<file path="config.mk">
export PLATFORM = sky130hd
export DESIGN_NAME = cmp_port_unit
export DESIGN_NICKNAME = d
export VERILOG_FILES = /design/src/rtl/cmp_port_pkg.sv /design/src/rtl/cmp_match.sv /design/src/rtl/port_action.sv /design/src/rtl/cmp_port_unit.sv
export SDC_FILE = /design/constraint.sdc
export NUM_CORES = 1
export LEC_CHECK = 0
export BUFFER_PORTS_ARGS = -buffer_cell sky130_fd_sc_hd__buf_2
export CORE_ASPECT_RATIO = 1.75
export CORE_MARGIN = 4
export CORE_UTILIZATION = 45
export CTS_CLUSTER_DIAMETER = 30
export DETAILED_ROUTE_END_ITERATION = 10
export GPL_ROUTABILITY_DRIVEN = 0
export GPL_TIMING_DRIVEN = 0
export PLACE_DENSITY = 0.81
export SLEW_MARGIN = 20
export SYNTH_ARGS = -nofsm -noshare
export SYNTH_HDL_FRONTEND = slang
export SYNTH_SLANG_ARGS = --single-unit
</file>
<file path="constraint.sdc">
create_clock -name clk_i -period 2.97 [get_ports clk_i]
set_input_delay 0 -clock clk_i [delete_from_list [all_inputs] [get_ports clk_i]]
set_output_delay 0 -clock clk_i [all_outputs]
set_load 0.1 [all_outputs]
</file>
<file path="src/rtl/cmp_port_pkg.sv">
package cmp_port_pkg;
  localparam int unsigned NUM_CH = 3;
  typedef enum logic [1:0] {
    CH_SET = 2'd0,
    CH_CLR = 2'd1,
    CH_TGL = 2'd2
  } ch_role_e;
endpackage

</file>
<file path="src/rtl/cmp_match.sv">
module cmp_match #(
  parameter int unsigned TW  = 16,
  parameter int unsigned NCH = 3
) (
  input  logic                    clk_i,
  input  logic                    rst_ni,
  input  logic [TW-1:0]           timer_i,
  input  logic [NCH-1:0][TW-1:0]  cmp_i,
  output logic [NCH-1:0]          hit_o
);
  logic [TW-1:0] timer_q;
  logic          moved;

  always_ff @(posedge clk_i or negedge rst_ni) begin
    if (!rst_ni) timer_q <= '0;
    else         timer_q <= timer_i;
  end

  // only a timer arriving at the value counts
  assign moved = (timer_i != timer_q);

  for (genvar k = 0; k < NCH; k++) begin : g_ch
    assign hit_o[k] = moved && (timer_i == cmp_i[k]);
  end
endmodule

</file>
<file path="src/rtl/port_action.sv">
module port_action #(
  parameter int unsigned PW = 8
) (
  input  logic          clk_i,
  input  logic          rst_ni,
  input  logic          hit_set_i,
  input  logic          hit_clr_i,
  input  logic          hit_tgl_i,
  input  logic [PW-1:0] set_en_i,
  input  logic [PW-1:0] clr_en_i,
  input  logic [PW-1:0] tgl_en_i,
  output logic [PW-1:0] port_o,
  output logic [PW-1:0] tgl_stat_o
);
  logic [PW-1:0] port_q, stat_q;
  logic [PW-1:0] set_m, clr_m, tgl_m, resolved, port_d;

  assign set_m    = hit_set_i ? set_en_i : '0;
  assign clr_m    = hit_clr_i ? clr_en_i : '0;
  assign tgl_m    = hit_tgl_i ? tgl_en_i : '0;
  // clear dominates set; toggle acts on the resolved value
  assign resolved = (port_q | set_m) & ~clr_m;
  assign port_d   = resolved ^ tgl_m;

  always_ff @(posedge clk_i or negedge rst_ni) begin
    if (!rst_ni) begin
      port_q <= '0;
      stat_q <= '0;
    end else begin
      port_q <= port_d;
      stat_q <= (stat_q & ~tgl_m) | (port_d & tgl_m);
    end
  end

  assign port_o     = port_q;
  assign tgl_stat_o = stat_q;
endmodule

</file>
<file path="src/rtl/cmp_port_unit.sv">
module cmp_port_unit
  import cmp_port_pkg::*;
#(
  parameter int unsigned TW = 16,
  parameter int unsigned PW = 8
) (
  input  logic              clk_i,
  input  logic              rst_ni,
  input  logic [TW-1:0]     timer_i,
  input  logic [TW-1:0]     cmp0_i,
  input  logic [TW-1:0]     cmp1_i,
  input  logic [TW-1:0]     cmp2_i,
  input  logic [PW-1:0]     set_en_i,
  input  logic [PW-1:0]     clr_en_i,
  input  logic [PW-1:0]     tgl_en_i,
  output logic [PW-1:0]     port_o,
  output logic [PW-1:0]     tgl_stat_o,
  output logic [NUM_CH-1:0] irq_o
);
  logic [NUM_CH-1:0][TW-1:0] cmp_vec;
  logic [NUM_CH-1:0]         hit;
  logic [NUM_CH-1:0]         irq_q;

  assign cmp_vec[CH_SET] = cmp0_i;
  assign cmp_vec[CH_CLR] = cmp1_i;
  assign cmp_vec[CH_TGL] = cmp2_i;

  cmp_match #(.TW(TW), .NCH(NUM_CH)) u_match (
    .clk_i   (clk_i),
    .rst_ni  (rst_ni),
    .timer_i (timer_i),
    .cmp_i   (cmp_vec),
    .hit_o   (hit)
  );

  port_action #(.PW(PW)) u_act (
    .clk_i      (clk_i),
    .rst_ni     (rst_ni),
    .hit_set_i  (hit[CH_SET]),
    .hit_clr_i  (hit[CH_CLR]),
    .hit_tgl_i  (hit[CH_TGL]),
    .set_en_i   (set_en_i),
    .clr_en_i   (clr_en_i),
    .tgl_en_i   (tgl_en_i),
    .port_o     (port_o),
    .tgl_stat_o (tgl_stat_o)
  );

  always_ff @(posedge clk_i or negedge rst_ni) begin
    if (!rst_ni) irq_q <= '0;
    else         irq_q <= hit;
  end

  assign irq_o = irq_q;
endmodule

</file>
-- Yosys cells after proc, flatten, opt, wreduce, memory -nomap -nowiden
Cells that the tools add are included.
- word-level logic and storage cells: 22
- register bits: 35
- output and inout port bits: 19
- input port bits: 90
- equality and inequality tests: 4
- mux-type cells: 3
- reductions and logical operators: 3
- bitwise gates (word level): 8
- operators with widths (operator ; number):
    $eq A16 B16 Y1 ; 3
    $and A8 B8 Y8 ; 3
    $mux W8 ; 3
    $ne A16 B16 Y1 ; 1
    $not A8 Y8 ; 2
    $or A8 B8 Y8 ; 2
    $xor A8 B8 Y8 ; 1
    $logic_and A1 B1 Y1 ; 3

-- Logic depth before layout (Yosys ltp)
- depth after elaboration: 8
- depth in mapped cells: 8
- depth with buffers taken out: 6

-- Hierarchy
Synthesis repeated with hierarchy kept, for this count alone.
- cells, all modules: 173
- area total of the unflattened synthesis: 1886.8 um2
- modules (own cells, without submodules) (module ; cells each ; area an instance (um2) ; sequential area each (um2) ; instances):
    cmp_match ; 103 ; 1103.6 ; 400.4 ; 1
    port_action ; 67 ; 708.2 ; 400.4 ; 1
    cmp_port_unit ; 3 ; 75.1 ; 75.1 ; 1

-- Least setup slack after synthesis
OpenSTA, ideal clock, no wires.
- path kind: register to register
- start: register u_match.timer_q[10]
- end: register with a tool-made name
- path buffers: 2
- arrival: 1.577 ns
- cell stages (with the launch flop): 9
- period minus slack after synthesis: 1.656 ns
- data required time: 2.891 ns
- setup slack: 1.314 ns
- library setup time: 0.079 ns
- cell sequence: dfrtp_1 -> xor2_1 -> nor4_1 -> nand4_1 -> buf_6 -> and4_4 -> buf_12 -> nand2_4 -> mux2i_1
- RTL lines (element ; RTL line ; source):
    start: declaration ; cmp_match.sv:11 ; logic [TW-1:0] timer_q;
    start signal: assignment ; cmp_match.sv:16 ; else timer_q <= timer_i;

-- Worst setup path after layout
- start: input port timer_i[8]
- end: register u_act.port_q[7], in the netlist u_act.port_o[7]
- word-level cells in the longest chain between the ends: 6
- elaborated cells between the ends (all ways): 14
- classes of those cells: 4 x eq/ne; 3 x mux; 4 x bitwise; 3 x reduce/logical
- ends and longest elaborated chain (element ; RTL line ; source):
    start: declaration ; cmp_port_unit.sv:9 ; input logic [TW-1:0] timer_i,
    $ne A16 B16 Y1 or $eq A16 B16 Y1 (tied branches) ; cmp_match.sv:20, cmp_match.sv:23 ;
    $logic_and A1 B1 Y1 ; cmp_match.sv:23 ; assign hit_o[k] = moved && (timer_i == cmp_i[k]);
    $mux W8 (on tied branches) ; port_action.sv:18, port_action.sv:19 ;
    $or A8 B8 Y8 or $not A8 Y8 (tied branches) ; port_action.sv:22 ; assign resolved = (port_q | set_m) & ~clr_m;
    $and A8 B8 Y8 ; port_action.sv:22 ;
    $xor A8 B8 Y8 (*) ; port_action.sv:23 ; assign port_d = resolved ^ tgl_m;
    via u_act.port_d[7] ; port_action.sv:16 ; logic [PW-1:0] set_m, clr_m, tgl_m, resolved, port_d;
    end signal: assignment ; port_action.sv:30 ; port_q <= port_d;
    end: declaration ; port_action.sv:15 ; logic [PW-1:0] port_q, stat_q;
The timed path passes the listed nets; every way through them passes the cells marked *.

==> impl_metrics.tcl <==
set metrics [dict create \
    power.density_nw_per_um2 372 \
    grt_overflow 0 \
    wl_per_cell_um 15.2 \
    cpMaxStageDelayCell "nor4_4" \
    grt_antenna_before_repair 1 \
    drt-initial-drc-count 47 \
    multi_input_area_sq_um 1080 \
    status "finished clean" \
    grt_usage_pct 21.4 \
    leakage_nw 1.54 \
    finalMaxSlewViolations 0 \
    critPathMaxFanout 9 \
    synth_compound_area_share_pct 5.91 \
    synth_xor_area_share_pct 31.1 \
    start_util_pct 46.1 \
    r2r_cells 9 \
    wl_met3_um 466 \
    clkLatencyLatePin_ps 290 \
    fin_nets 404 \
    yosys.area_share.simple_pct 12.4 \
    final_common_cell "buf_2" \
    core_area_sq_um 4400 \
    synthesis.instances 173 \
    seq_area_frac_synth_pct 43.1 \
    fmax_mhz 397 \
    cts_htree_levels 2 \
    slew_headroom_pct 48.7 \
    die_y_um 96.9 \
    syn_nets 263 \
    grt_pass1_wl_mm 9.20 \
    numClockSinks 35 \
    die_area_sq_um 5690 \
    path_cells "dlygate4sd3_1 > buf_2 > xnor2_1 > nand4_1 > nor4_4 > a31oi_1 > a21oi_2 > xnor2_1 > dlygate4sd3_1" \
    critPathCaptureType "flip-flop" \
    final-instance-count-excl-fill 367 \
    syn-mean-instance-area_sq_um 11.7 \
    route.detailed.drc 0 \
    slowest_delay_ps 600 \
    dp_cells 332 \
    drv_cap 0 \
    required_ps 3200 \
    post-route-period-util_pct 84.9 \
    vias_per_cell 4.83 \
    synth_seq_cells 35 \
    fin_setup_tns_ps 0 \
    grt_max_degree 36 \
    ios 109 \
    cts_tree "done" \
    path_class "in2reg" \
    wl_met1_mm 1.86 \
    synthAdderAreaFrac_pct 0 \
    post_cts_buffers 0 \
    start_kind "input pin" \
    finalHoldViolCount 0 \
    first_pass_iters 4 \
    cts_buffer_depth 2 \
    root_buffer "clkbuf_8" \
    netlist_area_sq_um 2030 \
    finalClockSkew_ps 7.06 \
    ys_types 17 \
    cts_buffers 5 \
    grt_pass1_vias 1910 \
    vdd_drop_max_uv 365 \
    ant_nets 0 \
    worstHoldPathCells 3 \
    drive_above_1_share_pct 43.5 \
    vias 1774 \
    yosysWarnings 0 \
    row_count 32 \
    synth_top_family_by_area "XOR/XNOR gates" \
    port_buffers 108 \
    area_growth_pct 48.2 \
    min_period_ps 2520 \
    dpl.hpwl_mm 4.37 \
    worstMarginPinSlew_ps 769 \
    dr_wl_met2_mm 3.06 \
    rsz0062_at_grt "false" \
    layout_common_cells "buf_2, xnor2_1, dfrtp_1" \
    critPathArrivalTime_ps 2750 \
    synthMuxAreaShare_pct 3.94 \
    fillers 370 \
    wl_mm 5.57 \
    dieWidth_um 58.8 \
    highest_layer "met4" \
    seqCellArea_sq_um 876 \
    hold_class "in2reg" \
    cts.reportedPaths.clkPinSlew_ps 70 \
    setup-violations-final 0 \
]
[power by group]
group          total [W]  internal, W  switching, W
clock network   0.000419     0.000250      0.000169
registers       0.000493     0.000488    0.00000485
logic           0.000208     0.000114     0.0000941
total            0.00112     0.000852      0.000268
[cell type report]
type	instances	area share (%)
multi-input combinational	127	36.0
sequential	35	29.1
timing repair buffer	134	26.6
clock buffer	5	2.29
tap	51	2.12
clock inverter	3	1.45
buffer	3	1.41
inverter	8	0.998
antenna	1	0.0831
[critical path, delay by kind of cell]
kind / cells / cell delay [ps]
compound gates: 2 / 360
buf+inv: 3 / 1260
simple gates: 2 / 790
xor+xnor: 2 / 330
[worst paths after layout]
check                                   start                  end  slack (ps)
max in group asynchronous              rst_ni  u_match.timer_q[11]        2150
setup / recovery                   timer_i[8]      u_act.port_o[7]         450
setup reg to reg           u_match.timer_q[9]      u_act.port_o[7]         610
hold reg to reg                     flip-flop            flip-flop         530
hold / removal                    clr_en_i[0]            flip-flop          10
min in group asynchronous              rst_ni            async pin         330
[per-layer routing]
metal  vias to the layer above  global-route usage [%]
met2                        90                    37.2
met4                         0                    9.77
li1                        868                       -
met3                        14                    6.01
met1                       802                    23.0
met5                         -                       0
[cells in the mapped netlist]
library cell | instances | area (sq um)
mux2i_1 | 8 | 80.1
dfrtp_1 | 35 | 876
and2_1 | 1 | 6.26
nand2_4 | 8 | 90.1
a31oi_1 | 8 | 50.1
xnor2_1 | 40 | 350
and4_1 | 1 | 8.76
and4_4 | 1 | 11.3
xor2_1 | 32 | 280
nor2_1 | 2 | 7.51
inv_1 | 8 | 30.0
a21oi_2 | 8 | 70.1
buf_12 | 1 | 20.0
nand4_1 | 9 | 56.3
buf_6 | 2 | 22.5
nor4_1 | 8 | 50.1
nor4_4 | 1 | 21.3
[metrics by stage]
step	hold slack [ps]	setup slack [ps]	power (W)	instance area (sq um)	utilization, %
final	10.6	448	0.00112	3010	68.4
after global routing	4.69	272	0.00118	3010	68.4
after detailed placement	117	1090	0.000687	2640	59.8
after CTS	1.87	466	0.00114	3010	68.3
after global placement	98.6	1130	0.000683	2640	59.8
after floorplan	-296	1310	0.000578	2030	-
[what timing repair did]
action | in CTS | in global routing
resized for setup | 0 | 0
hold endpoints to repair | 66 | 0
hold buffers | 26 | 0
[cell families after synthesis]
| group | count (synthesis) |
|---|---|
| DFF | 35 |
| buffers and inverters | 11 |
| and+or+nand+nor | 31 |
| muxes | 8 |
| AOI/OAI and AO/OA | 16 |
| xor gates and xnor gates | 72 |
(Power assumes the default switching activity.)
